==> config.mk <==
export PLATFORM = sky130hd
export DESIGN_NAME = pgcol_packer
export DESIGN_NICKNAME = d
export VERILOG_FILES = /design/src/rtl/pcp_pkg.sv /design/src/rtl/pcp_ctrl.sv /design/src/rtl/pcp_walker.sv /design/src/rtl/pcp_gather.sv /design/src/rtl/pgcol_packer.sv
export SDC_FILE = /design/constraint.sdc
export NUM_CORES = 1
export LEC_CHECK = 0
export ABC_AREA = 1
export BUFFER_PORTS_ARGS = -buffer_cell sky130_fd_sc_hd__buf_2
export CORE_UTILIZATION = 60
export DETAILED_ROUTE_END_ITERATION = 10
export HOLD_SLACK_MARGIN = 0.08
export PLACE_DENSITY = 0.91
export SYNTH_ARGS = -nofsm -noshare
export SYNTH_HDL_FRONTEND = slang
export SYNTH_SLANG_ARGS = --single-unit
==> constraint.sdc <==
create_clock -name clk -period 3.54 [get_ports clk]
set_clock_uncertainty 0.1 [all_clocks]
set_input_delay 0.708 -clock clk [delete_from_list [all_inputs] [get_ports clk]]
set_output_delay 0.708 -clock clk [all_outputs]
set_load 0.02 [all_outputs]
==> src/rtl/pcp_pkg.sv <==
package pcp_pkg;
    typedef enum logic [2:0] {
        ST_IDLE,
        ST_HDR,
        ST_FETCH,
        ST_DRAIN,
        ST_EMIT,
        ST_FINISH
    } pcp_state_e;

    localparam logic [7:0] DATA_CTRL_BYTE = 8'h40;
    localparam int         ROWS_PER_PAGE  = 8;
endpackage

==> src/rtl/pcp_ctrl.sv <==
module pcp_ctrl
    import pcp_pkg::*;
(
    input  logic clk,
    input  logic rst_n,
    input  logic kick_i,
    input  logic blank_i,
    input  logic out_ready_i,
    input  logic k_last_i,
    input  logic frame_last_i,
    output logic start_o,
    output logic issue_o,
    output logic step_o,
    output logic hdr_o,
    output logic valid_o,
    output logic blank_o,
    output logic done_o,
    output logic busy_o
);
    pcp_state_e state_q, state_d;
    logic       pend_q, pend_blank_q, blank_q;

    // state register
    always_ff @(posedge clk) begin
        if (!rst_n) state_q <= ST_IDLE;
        else        state_q <= state_d;
    end

    // next-state logic
    always_comb begin
        state_d = state_q;
        unique case (state_q)
            ST_IDLE:   if (kick_i) state_d = ST_HDR;
            ST_HDR:    if (out_ready_i) state_d = blank_q ? ST_EMIT : ST_FETCH;
            ST_FETCH:  if (k_last_i) state_d = ST_DRAIN;
            ST_DRAIN:  state_d = ST_EMIT;
            ST_EMIT:   if (out_ready_i) begin
                           if (frame_last_i) state_d = ST_FINISH;
                           else              state_d = blank_q ? ST_EMIT : ST_FETCH;
                       end
            ST_FINISH: state_d = (pend_q || kick_i) ? ST_HDR : ST_IDLE;
            default:   state_d = ST_IDLE;
        endcase
    end

    // outputs
    always_comb begin
        start_o = 1'b0;
        issue_o = 1'b0;
        step_o  = 1'b0;
        hdr_o   = 1'b0;
        valid_o = 1'b0;
        done_o  = 1'b0;
        unique case (state_q)
            ST_IDLE:   start_o = kick_i;
            ST_HDR:    begin hdr_o = 1'b1; valid_o = 1'b1; end
            ST_FETCH:  issue_o = 1'b1;
            ST_DRAIN:  ;
            ST_EMIT:   begin valid_o = 1'b1; step_o = out_ready_i; end
            ST_FINISH: begin done_o = 1'b1; start_o = pend_q || kick_i; end
            default:   ;
        endcase
    end

    assign blank_o = blank_q;
    assign busy_o  = (state_q != ST_IDLE);

    // request latch and mode capture
    always_ff @(posedge clk) begin
        if (!rst_n) begin
            pend_q       <= 1'b0;
            pend_blank_q <= 1'b0;
            blank_q      <= 1'b0;
        end else if (start_o) begin
            blank_q <= pend_q ? pend_blank_q : blank_i;
            pend_q  <= pend_q && kick_i;
            if (pend_q && kick_i) pend_blank_q <= blank_i;
        end else if (kick_i && state_q != ST_IDLE) begin
            pend_q       <= 1'b1;
            pend_blank_q <= blank_i;
        end
    end
endmodule

==> src/rtl/pcp_walker.sv <==
module pcp_walker #(
    parameter int MAX_W = 32,
    parameter int MAX_H = 32
) (
    input  logic                         clk,
    input  logic                         rst_n,
    input  logic                         start_i,
    input  logic                         issue_i,
    input  logic                         step_i,
    input  logic [$clog2(MAX_W+1)-1:0]   width_i,
    input  logic [$clog2(MAX_H+1)-1:0]   height_i,
    output logic [$clog2(MAX_W*MAX_H)-1:0] rd_addr_o,
    output logic [2:0]                   k_o,
    output logic                         k_last_o,
    output logic                         frame_last_o,
    output logic [$clog2(MAX_W*MAX_H):0] frame_px_o
);
    localparam int W_W = $clog2(MAX_W+1);
    localparam int H_W = $clog2(MAX_H+1);
    localparam int AW  = $clog2(MAX_W*MAX_H);
    localparam int PXW = AW + 1;

    logic [W_W-1:0] w_q, col_q;
    logic [H_W-1:0] h_q, page_q, pages;
    logic [2:0]     k_q;
    logic [AW-1:0]  colbase_q, off_q;
    logic           col_last, page_last;

    assign pages        = h_q >> 3;
    assign col_last     = (col_q == w_q - W_W'(1));
    assign page_last    = (page_q == pages - H_W'(1));
    assign frame_last_o = col_last && page_last;
    assign k_last_o     = (k_q == 3'd7);
    assign k_o          = k_q;
    assign rd_addr_o    = colbase_q + off_q;
    assign frame_px_o   = PXW'(w_q) * PXW'(h_q);

    always_ff @(posedge clk) begin
        if (!rst_n) begin
            w_q       <= '0;
            h_q       <= '0;
            col_q     <= '0;
            page_q    <= '0;
            k_q       <= '0;
            colbase_q <= '0;
            off_q     <= '0;
        end else if (start_i) begin
            w_q       <= width_i;
            h_q       <= height_i;
            col_q     <= '0;
            page_q    <= '0;
            k_q       <= '0;
            colbase_q <= '0;
            off_q     <= '0;
        end else if (issue_i) begin
            k_q   <= k_q + 3'd1;
            off_q <= off_q + AW'(w_q);
        end else if (step_i) begin
            k_q   <= '0;
            off_q <= '0;
            if (col_last) begin
                col_q     <= '0;
                page_q    <= page_q + H_W'(1);
                // skip the seven remaining rows of the page just finished
                colbase_q <= colbase_q + AW'(1) + AW'(w_q) * AW'(7);
            end else begin
                col_q     <= col_q + W_W'(1);
                colbase_q <= colbase_q + AW'(1);
            end
        end
    end
endmodule

==> src/rtl/pcp_gather.sv <==
module pcp_gather (
    input  logic       clk,
    input  logic       rst_n,
    input  logic       issue_i,
    input  logic [2:0] k_i,
    input  logic [7:0] rd_data_i,
    output logic [7:0] byte_o
);
    logic       vld_q;
    logic [2:0] kd_q;
    logic [7:0] acc_q;

    always_ff @(posedge clk) begin
        if (!rst_n) begin
            vld_q <= 1'b0;
            kd_q  <= '0;
            acc_q <= '0;
        end else begin
            vld_q <= issue_i;
            kd_q  <= k_i;
            if (vld_q) acc_q[kd_q] <= (rd_data_i != 8'h00);
        end
    end

    assign byte_o = acc_q;
endmodule

==> src/rtl/pgcol_packer.sv <==
module pgcol_packer
    import pcp_pkg::*;
#(
    parameter int MAX_W = 32,
    parameter int MAX_H = 32
) (
    input  logic                          clk,
    input  logic                          rst_n,
    input  logic                          kick_i,
    input  logic                          blank_i,
    input  logic [$clog2(MAX_W+1)-1:0]    width_i,
    input  logic [$clog2(MAX_H+1)-1:0]    height_i,
    output logic                          ram_rd_en_o,
    output logic [$clog2(MAX_W*MAX_H)-1:0] ram_rd_addr_o,
    input  logic [7:0]                    ram_rd_data_i,
    output logic                          out_valid_o,
    output logic [7:0]                    out_data_o,
    input  logic                          out_ready_i,
    output logic                          done_o
);
    localparam int AW = $clog2(MAX_W*MAX_H);

    logic          start_w, issue_w, step_w, hdr_w, blank_w, busy_w;
    logic          k_last_w, frame_last_w;
    logic [2:0]    k_w;
    logic [7:0]    packed_w;
    logic [AW:0]   frame_px_w;

    pcp_ctrl u_ctrl (
        .clk          (clk),
        .rst_n        (rst_n),
        .kick_i       (kick_i),
        .blank_i      (blank_i),
        .out_ready_i  (out_ready_i),
        .k_last_i     (k_last_w),
        .frame_last_i (frame_last_w),
        .start_o      (start_w),
        .issue_o      (issue_w),
        .step_o       (step_w),
        .hdr_o        (hdr_w),
        .valid_o      (out_valid_o),
        .blank_o      (blank_w),
        .done_o       (done_o),
        .busy_o       (busy_w)
    );

    pcp_walker #(.MAX_W(MAX_W), .MAX_H(MAX_H)) u_walker (
        .clk          (clk),
        .rst_n        (rst_n),
        .start_i      (start_w),
        .issue_i      (issue_w),
        .step_i       (step_w),
        .width_i      (width_i),
        .height_i     (height_i),
        .rd_addr_o    (ram_rd_addr_o),
        .k_o          (k_w),
        .k_last_o     (k_last_w),
        .frame_last_o (frame_last_w),
        .frame_px_o   (frame_px_w)
    );

    pcp_gather u_gather (
        .clk       (clk),
        .rst_n     (rst_n),
        .issue_i   (issue_w),
        .k_i       (k_w),
        .rd_data_i (ram_rd_data_i),
        .byte_o    (packed_w)
    );

    assign ram_rd_en_o = issue_w;
    assign out_data_o  = hdr_w   ? DATA_CTRL_BYTE :
                         blank_w ? 8'h00 : packed_w;
endmodule

# Word-level counts from Yosys, hierarchy flattened
# Cells that the tools add are included.
# word_totals
output_inout_bits	21
wordCells	88
ff_bits	65
# classes
n_mul	1
magnitude_cmp	2
addsub	9
mux	31
n_reduce_logical	16
n_eq_ne	13
bitwise_logic	2
# op_table
cell	n
$mux W10	3
$mux W3	8
$pmux W3 S6	1
$mux W8	2
$mux W1	13
$add A6 B1 Y6 const B	2
$eq A6 B6 Y1	2
$add A10 B1 Y10 const B	1
$add A10 B10 Y10	1
$add A10 B6 Y10	1
$add A10 B9 Y10	1
$eq A3 B3 Y1 const B	3
$mul A6 B3 Y9 const B	1
$bwmux W8	1
$ne A2 B2 Y1 const B	4
$reduce_bool A8 Y1	1
$eq A3 B2 Y1 const B	2
$mux W6	1
$sub A6 B1 Y6 const B	1
$logic_and A1 B1 Y1	4
$lt A3 B4 Y1 const B	1
$reduce_and A2 Y1	2
$reduce_and A4 Y1	1
$reduce_bool A2 Y1	2
13 further kinds	15

# Logic depth before layout (Yosys ltp)
# Gate-level depths: netlist of run 1.
# logic_depth
word_depth	6
ltp_mapped	16
ltp_nobuf	16

# Cells and area by module
# From an unflattened synthesis of run 1, not the netlist that was laid out.
# unflattened
cells_unflattened	914
hier_area_um2	6262.3
# by_module_without_submodules
module	cells_per_inst	n_inst	area_per_inst_um2
pcp_walker	729	1	5123.7
pcp_gather	94	1	571.8
pcp_ctrl	72	1	467.9
pgcol_packer	19	1	98.8

# Worst setup path after synthesis of run 1
# No wires, ideal clock.
# synth_path
kind	flip-flop to flip-flop
start	register u_walker.w_q[3]
end	register u_walker.colbase_q[5]
slack_ps	610
t_arrival_ps	2715
required_ps	3325
period_less_slack_ps	2930
stages_incl_launch_ff	13
cell_sequence	dfxtp_1 -> inv_1 -> fa_1 -> fa_1 -> inv_1 -> ha_1 -> a21oi_1 -> nand2_1 -> or2_2 -> nand3_1 -> o21ai_0 -> o21ai_0 -> inv_1
# synth_between
elab_chain_len	3
elab_cells_between_ends	5
classes_between	add/sub: 2; mul: 1; eq/ne: 1; mux: 1
# synth_lines
item	line	source
start, declared	pcp_walker.sv:23	logic [W_W-1:0] w_q, col_q;
start signal, assigned	pcp_walker.sv:48	w_q <= width_i;
$mul A6 B3 Y9 or $sub A6 B1 Y6 (tied branches)	pcp_walker.sv:65, pcp_walker.sv:30	
$add A10 B9 Y10 or $eq A6 B6 Y1 (tied branches)	pcp_walker.sv:65, pcp_walker.sv:30	
$mux W10 (*)	pcp_walker.sv:61	if (col_last) begin
end signal, assigned	pcp_walker.sv:65	colbase_q <= colbase_q + AW'(1) + AW'(w_q) * AW'(7);
end signal, assigned	pcp_walker.sv:68	colbase_q <= colbase_q + AW'(1);
end, declared	pcp_walker.sv:26	logic [AW-1:0] colbase_q, off_q;
# Every way passes the cells marked *; elsewhere a longest branch is shown, timed or not.
# A chain may end at the register's enable or synchronous reset.

# Worst setup path in the final report of run 1
# layout_path
start	register u_walker.colbase_q[0]
end	output ram_rd_addr_o[8]
# layout_between
elab_chain_len	1
# layout_lines
item	line	source
$add A10 B10 Y10	pcp_walker.sv:35	assign rd_addr_o = colbase_q + off_q;
end, declared	pgcol_packer.sv:14	output logic [$clog2(MAX_W*MAX_H)-1:0] ram_rd_addr_o,
# No other way between the ends.

==> results.md, run 1 <==
- Setup repair after global routing left no endpoint under its margin.
- The share of total power dissipated in combinational logic is 0.451.
- The delay contributed by the slowest stage of the critical path is roughly 410 ps.
- The cell type with the highest aggregate area in the netlist is sky130_fd_sc_hd__dfxtp_1.
- Synthesis instantiated 43 different standard cells from the library.
- The initial antenna violation count is 0.
- The normalized max-slew margin is 0.537.
- In the routed layout, each cell is associated on average with a via count of 5.46.
- In the final routed layout, each cell accounts on average for 13.1 µm.
- The number of remaining DRC errors is 0.
- The type of element capturing the critical path is an output port.
- The share of synthesized flip-flops with an asynchronous set or reset is 0.
- In this run the remaining antenna-violating nets after routing total 0.
- The clock transition time at the flip-flop clock pins of the worst setup and hold paths is 70 ps.
- The total power divided by cell area is 542 nW/µm².
- The routed layout has 4258 vias.
- The die is 88.4 µm tall.
- The sequential-to-total area share from yosys stat is 0.277.
- The dominant combinational cell family by area after synthesis is simple AND/OR/NAND/NOR gates.
- In this run the worst setup path terminates at ram_rd_addr_o[8].
- The TritonCTS clock tree is done.
- For this configuration, the core starts out at a cell density of 0.621.
- The startpoint kind of the worst setup timing path is a register.
- TritonCTS created 9 clock buffers.
- The first-pass GRT wire length is 17300 µm.
- The region available for standard cell placement spans a little over 7000 µm².
- Data arrives at the worst endpoint at 2480 ps.
- The overall routed net length is 10200 µm.
- The first routing iteration left 251 violations.
- The end-of-flow core utilization is 0.687.
- The post-synthesis adder-cell area fraction is 0.168.
- The most common library cell in the layout ignoring fill and taps is sky130_fd_sc_hd__nand2_1.
- The startpoint identified for the worst register-to-register timing path is u_walker.w_q[3].
- In this run the power spent charging and discharging nets is 1.15 mW.
- The cell with the most instances on the worst path is sky130_fd_sc_hd__nand2_1.
- The register-to-register setup slack is 370 ps.
- Of the total power, the clock network draws 0.233.
- The run finished with clean final reports.
- The compound-gate portion of the synthesized area is 0.154.
- The row count is 31.
- The count of cell instances traversed by the critical path is 13.
- Entering global routing, the biggest net connects 25 pins.
- The library cell contributing the largest single delay on the critical path is sky130_fd_sc_hd__dfxtp_1.
- Synthesis produced 633 cells.
- For this run, the total global-route usage over all layers was measured as 0.285.
- For this design the static power due to leakage is 2.42 nW.
- 0 antenna diodes ended up in the layout.
- IR analysis of the VDD net gives a maximum drop of roughly 0.49 mV.
- The synthesized netlist net count is slightly above 700.
- The area share of the largest cell type after synthesis is 0.277.
- The post-detailed-placement half-perimeter wirelength is approximately 7900 µm.
- After the last flow step, the layout net total stands at 755.
- Based on the critical path, the design can be clocked at up to between 300 and 400 MHz.
- The type of the most critical hold path is reg -> reg.
- The cell family with the largest share of critical-path delay is adder cells.
- The number of placed instances, taps included, is 765.
- The weighted congestion at the end of routability-driven global placement is 0.984.
- Of the total synthesized cell area, the portion taken by AND, OR, NAND and NOR gates is 0.244.
- The library cells used most frequently in the layout, excluding fill and tap cells, are sky130_fd_sc_hd__nand2_1 (148), sky130_fd_sc_hd__inv_1 (89), sky130_fd_sc_hd__a21oi_1 (66).
- Along the worst path, the maximum fanout reaches 5.
- Setup total negative slack on the finished layout was measured at 0 ps.
- The leftover overflow at the end of global routing is 0.
- In this run, synthesis produced a sequential element count of 62.
- The number of enable flip-flop cells after synthesis is 0.
- The summed instance area of the synthesized netlist is about 4500 µm².
- The worst register-to-register path has a depth of 12.
- The number of setup violations in the final report is 0.
- Sorting the synthesized cells by area gives the leading types as sky130_fd_sc_hd__dfxtp_1 (28%), sky130_fd_sc_hd__nand2_1 (12%), sky130_fd_sc_hd__ha_1 (11%), sky130_fd_sc_hd__inv_1 (7.5%), sky130_fd_sc_hd__a21oi_1 (7.4%).
- In this run the tool buffered the top-level ports with 42 buffer cells.
- The yosys synthesis warning count is 0.
- The die width is 88.4 µm.
- The data required time at the worst endpoint is 2730 ps.
- The max-capacitance violation count is 0.
- The clock drives 62 sinks.
- The via count of the first global-routing pass was 4064.
- In the finished design, the share of the clock period the worst path needs comes to 0.929.
- The number of primary I/O pins is between 40 and 50.
- The floorplan step defined a die boundary enclosing 7810 µm².
- Walking the worst path, the cells encountered are ha_2 -> inv_1 -> fa_1 -> o21ai_1 -> nand2_1 -> nand2_1 -> nand2_1 -> nand2_1 -> nand2_1 -> nand2_1 -> a21oi_1 -> xnor2_1 -> buf_2.
- The type of the setup path with the least slack is reg -> out.
- The post-synthesis xor/xnor area fraction is 0.0604.
- The total count of hold-check failures in the final report was 0.
- The critical path starts at u_walker.colbase_q[0].
- Of the total power, the share spent switching nets is 0.426.
- Averaged over all synthesized cells, the footprint is around 7.1 µm².
- The tree is rooted in a sky130_fd_sc_hd__clkbuf_8.
- The clock latency reported for the late side of the worst-skew pair is around 350 ps.
- The final number of max-transition violations is 0.
- The number of buffers and inverters on the critical path is 2.
- The finished layout holds 780 standard cells, fillers aside.
- The first detailed-routing pass took 5 iterations.
- At the pin with the least slew margin, the transition time is 694 ps.
- The proportion of layout cells with a drive suffix above 1 is 0.126.
- The area growth from synthesis to layout is 10.8%.
- Of the total power, registers draw 0.316.
- The commonest register cell after synthesis is sky130_fd_sc_hd__dfxtp_1.
- The clock passes through at most 2 buffers.
- The internal portion of the total power is 1.54 mW.
- The portion of synthesized area spent on multiplexers is 0.
- CTS built an H-tree with a depth of 3.
- In this run the critical register-to-register path is captured at u_walker.colbase_q[5].
- The routed design could run at a clock period as short as 3290 ps.
==> Yosys cell counts (3+ instances only) <==
library cell and number:
sky130_fd_sc_hd__ha_1 41, sky130_fd_sc_hd__nand2_1 148, sky130_fd_sc_hd__inv_1 89, sky130_fd_sc_hd__fa_1 12, sky130_fd_sc_hd__nor2_1 33, sky130_fd_sc_hd__buf_2 4
sky130_fd_sc_hd__a21oi_1 66, sky130_fd_sc_hd__o21ai_1 3, sky130_fd_sc_hd__nand4_1 5, sky130_fd_sc_hd__xnor2_1 10, sky130_fd_sc_hd__nor3_1 9, sky130_fd_sc_hd__a31oi_1 5
sky130_fd_sc_hd__nand3_1 32, sky130_fd_sc_hd__nor2_4 3, sky130_fd_sc_hd__or2_2 4, sky130_fd_sc_hd__dfxtp_1 62, sky130_fd_sc_hd__nor2_2 3, sky130_fd_sc_hd__o21ai_0 40
sky130_fd_sc_hd__xor2_1 19, sky130_fd_sc_hd__o211ai_1 5, sky130_fd_sc_hd__clkbuf_1 5, sky130_fd_sc_hd__inv_2 10
==> state kept, by name (all words and copies together) (netlist names), 6 cells and up <==
| signal | flops |
|---|---|
| u_walker.colbase_q | 10 |
| u_walker.off_q | 10 |
| u_gather.byte_o | 8 |
| u_walker.col_q | 6 |
| u_walker.page_q | 6 |
| u_walker.w_q | 6 |
==> per-stage QoR <==
step	setup slack, ps	hold WS (ps)	power (mW)	instance area, µm²
final	251	367	2.69	4960
after detailed placement	339	363	2.07	4770
after global routing	26.1	397	2.90	4960
after global placement	420	364	2.00	4770
after floorplan	610	324	1.79	4480
after CTS	130	369	2.69	4960
==> worst min path at each step <==
stage,endpoint,cells after the start,from,slack [ps]
6_report,u_gather.kd_q[2],2,u_walker.k_o[2],370
5_1_grt,u_gather.kd_q[2],2,u_walker.k_o[2],400
4_1_cts,u_gather.kd_q[2],2,u_walker.k_o[2],370
3_5_place_dp,u_gather.kd_q[2],2,u_walker.k_o[2],360
3_3_place_gp,u_walker.h_q[4],2,u_walker.h_q[4],360
2_1_floorplan,u_gather.kd_q[1],2,u_walker.k_o[1],320
==> routing by layer <==
| layer | up-vias | share of wire | track usage |
|---|---|---|---|
| li1 | 2139 | - | - |
| met3 | 25 | 0.038 | 0.0504 |
| met5 | - | 0 | 0 |
| met1 | 1993 | 0.42 | 0.329 |
| met2 | 101 | 0.52 | 0.513 |
| met4 | 0 | 0.022 | 0.129 |
==> kinds of logic (layout without fill, tap and decap cells) <==
group | Yosys count | count (layout)
AOI/OAI and AO/OA | 128 | 128
xor gates and xnor gates | 30 | 30
adders and majority gates | 53 | 53
buffers and inverters | 111 | 159
DFF | 62 | 62
and+or+nand+nor | 249 | 249
==> final cells by class <==
cell class                      instances  area, µm²
Clock buffer                           11        141
Clock inverter                          4       47.5
Fill cell                             579       2250
Inverter                              101        382
Multi-Input combinational cell        460       2810
Sequential cell                        62       1240
Tap cell                               99        124
Timing Repair Buffer                   43        218
==> worst min-delay path: stages (launching register included) <==
cell and delay [ps]:
sky130_fd_sc_hd__dfxtp_1 340, sky130_fd_sc_hd__nand2_1 60, sky130_fd_sc_hd__inv_1 30
==> power groups by stage <==
| stage | registers [mW] | clock network [mW] | logic [mW] |
|---|---|---|---|
| final | 0.851 | 0.627 | 1.21 |
| after global routing | 0.861 | 0.658 | 1.38 |
| after CTS | 0.850 | 0.629 | 1.21 |
| after detailed placement | 0.866 | 0 | 1.20 |
| after global placement | 0.860 | 0 | 1.14 |
| after floorplan | 0.838 | 0 | 0.950 |
==> what timing repair did <==
action | CTS | global route
buffers inserted | 0 | 0
resized for setup | 0 | 2
hold buffers | 0 | 0
endpoints found under the setup margin | 0 | 1
Power figures use the tool's default switching activity.
==> inputs of run 2 (changes only) <==
- CTS_BUF_LIST: not set -> sky130_fd_sc_hd__clkbuf_4
==> run 2 against run 1 <==
Against the previous run:
- sequential power about the same
- combinational power hardly changed
- critical path depth did not move
- first-iteration DRC count down 13%
- utilization down 0.80 points
- wire length fell by 1.2%
- sequential share of layout area is 0.32 points higher
- global-route usage is 0.068 points lower
- cell count unchanged
- highest routed layer unchanged
==> results.md, run 2 (synthesized netlist as in run 1, its figures left out) <==
- Using the TritonRoute via totals, the vias-per-cell ratio works out to 5.49.
- The placeable core region is between 7000 and 8000 µm².
- Summing internal, switching and leakage power gives 2.54 mW.
- Of the total power, combinational logic draws 0.475.
- The endpoint of the worst-slack reg-to-reg timing path is u_walker.colbase_q[5].
- The worst setup margin is 210 ps.
- Setup violations remaining at the end of the flow were counted as 0.
- The row count is 31.
- The internal power component is 1.42 mW.
- STA puts the critical path data required time at 2730 ps.
- The clock latency reported for the late side of the worst-skew pair is 430 ps.
- The flow ran to the end, and the final reports show no timing, DRC or antenna violations.
- The critical path ends at ram_rd_addr_o[8].
- The worst setup path is captured at an output port.
- The worst hold path was traced through 2 stages.
- For met2 alone, demand over resource in global routing was 0.505.
- Once detailed placement completed, the half-perimeter wirelength came to 7930 µm.
- Hold is met by 372 ps.
- The number of clock buffers inserted by TritonCTS is 9.
- The leakage dissipation is 2.40 nW.
- TritonCTS built the clock tree.
- The final instance count without filler cells is 780.
- The count of inserted antenna diode cells is 0.
- The fraction of power spent switching nets is 0.442.
- For met3 alone, demand over resource in global routing was 0.0513.
- Leaving out fill and tap cells, the most frequent cells in the layout are sky130_fd_sc_hd__nand2_1 (148), sky130_fd_sc_hd__inv_1 (89), sky130_fd_sc_hd__a21oi_1 (66).
- The worst min-delay path startpoint is u_walker.k_o[2].
- In this run the worst path has a maximum fanout of 4.
- For this design the top-level I/O count stands at 46.
- The maximum number of buffers from clock root to sink is 2.
- The die is just under 90 µm wide.
- For this design the ratio of total power to cell area is approximately 520 nW/µm².
- The first-pass GRT wire length is 17100 µm.
- For the pin with the worst max-slew slack, the measured transition is approximately 700 ps.
- Counting cells, the worst reg-to-reg path comes to 12.
- The number of remaining DRC errors is 0.
- Counting every sink on the clock net gives 62.
- The share of the clock period used by the worst path is 0.941.
- The switching power summed over all nets is 1.12 mW.
- The congestion estimate from routability-driven global placement came to between 0.9 and 1.
- In this run the worst setup path begins at u_walker.off_q[0].
- The startpoint kind of the worst setup timing path is a register.
- The count of buffers added by post-CTS timing repair for setup is 0.
- The instance count after placement with tap cells included is 765.
- The CTS H-tree depth is 3.
- Across every metal layer, demand over resource in global routing totals 0.284.
- The initial antenna violation count came to 0.
- The clock transition time at the flip-flop clock pins of the worst setup and hold paths is 110 ps.
- The end-of-flow core utilization is 0.680.
- Of the cells placed in the final design, the portion with a size suffix greater than 1 is 0.129.
- The tightest min-delay check is of the reg -> reg type.
- Of the total power, the clock network draws 0.190.
- The final route contains 4282 vias.
- After detailed routing, the average wire length per cell comes to 12.9 µm.
- The instance area at placement is 4770 µm².
- The most common library cell in the layout ignoring fill and taps is sky130_fd_sc_hd__nand2_1.
- Setup repair after global routing left no endpoint under its margin.
- The maximum vdd ir drop is roughly 0.40 mV.
- The floorplan step set the die height to 88.4 µm.
- The final number of max-transition violations is 0.
- At the worst endpoint, the arrival time is approximately 2500 ps.
- The number of nets with antenna violations after detailed routing is 0.
- The total count of hold-check failures in the final report is 0.
- Summed over all layers, the routed wires come to 10100 µm.
- The worst register-to-register path begins at u_walker.w_q[3].
- The power share of the sequential group is 0.335.
- The total overflow left after global routing is 0.
- The worst pin sits at a relative slew slack of 0.532.
- Across the run, the number of max-cap violations was 0.
- The type of the setup path with the least slack is reg -> out.
- After global routing, the most crowded layer is met2.
- For this configuration, the core starts out at a cell density of 0.621.
- The area growth from synthesis to layout is 9.50%.
- The via count of the first global-routing pass is 4052.
- The final layout net count is about 760.
- For the final routed database, the setup TNS stands at 0 ps.
- The area of the die is approximately 8000 µm².
- Entering global routing, the biggest net connects 25 pins.
- The quantity of I/O buffers inserted on ports is 42.
- The post-route minimum period is 3330 ps.
- The register-to-register setup slack is 360 ps.
- The number of design-rule violations left by the first detailed-router iteration is 218.
- The top achievable clock speed is 300 MHz.
- The final design instance area without fill is just under 5000 µm².
- The cell at the root of the clock tree is sky130_fd_sc_hd__clkbuf_4.
- The first TritonRoute pass finished after 7 iterations.
- Before CTS, the worst setup slack after placement is ~340 ps.
- The met1 global-route usage is 0.325.
-- run 2: cell types whose count changed in the layout (fill, tap and decap cells not counted) --
cell / delta
sky130_fd_sc_hd__clkbuf_1: -1
sky130_fd_sc_hd__clkbuf_4: +10
sky130_fd_sc_hd__clkbuf_8: -10
sky130_fd_sc_hd__clkinv_1: +1
sky130_fd_sc_hd__dfxtp_1: -1
sky130_fd_sc_hd__dfxtp_2: +1
sky130_fd_sc_hd__o21ai_1: -1
sky130_fd_sc_hd__o21ai_2: +1
-- run 2: timing repair --
action	in CTS	in global routing
gates resized for setup	0	4
hold buffers	0	0
endpoints found under the setup margin	0	1
-- run 2: cell type report --
| cell class | instances | area (µm²) |
|---|---|---|
| multi-input combinational | 460 | 2810 |
| fill | 602 | 2310 |
| sequential | 62 | 1240 |
| inverter | 101 | 382 |
| timing repair buffer | 43 | 218 |
| tap | 99 | 124 |
| clock buffer | 10 | 75.1 |
| clock inverter | 5 | 51.3 |
-- run 2: critical path, cell delays in order (launching register included) --
cell and delay (ps):
sky130_fd_sc_hd__dfxtp_1 420, sky130_fd_sc_hd__ha_2 240, sky130_fd_sc_hd__inv_1 70, sky130_fd_sc_hd__fa_1 410, sky130_fd_sc_hd__o21ai_2 180, sky130_fd_sc_hd__nand2_1 70, sky130_fd_sc_hd__nand2_1 50, sky130_fd_sc_hd__nand2_1 40
sky130_fd_sc_hd__nand2_1 90, sky130_fd_sc_hd__nand2_1 60, sky130_fd_sc_hd__nand2_1 50, sky130_fd_sc_hd__a21oi_1 80, sky130_fd_sc_hd__xnor2_1 170, sky130_fd_sc_hd__buf_2 190
-- run 2: worst min path at each step --
stage | end
after floorplan | u_gather.kd_q[1]
after global placement | u_walker.h_q[4]
after detailed placement | u_gather.kd_q[2]
after CTS | u_gather.kd_q[2]
after global routing | u_gather.kd_q[2]
final | u_gather.kd_q[2]
-- run 2: metal layers --
metal | vias to the layer above | routed length (µm)
met5 | - | 0
met4 | 0 | 323
met3 | 29 | 420
met2 | 124 | 5040
met1 | 1984 | 4310
li1 | 2145 | -
-- run 2: power by group through the flow --
stage / clock [mW] / sequential [mW] / combinational [mW]
final: 0.482 / 0.851 / 1.21
after global routing: 0.523 / 0.860 / 1.38
after CTS: 0.488 / 0.849 / 1.21
after detailed placement: 0 / 0.866 / 1.20
after global placement: 0 / 0.860 / 1.14
after floorplan: 0 / 0.838 / 0.950
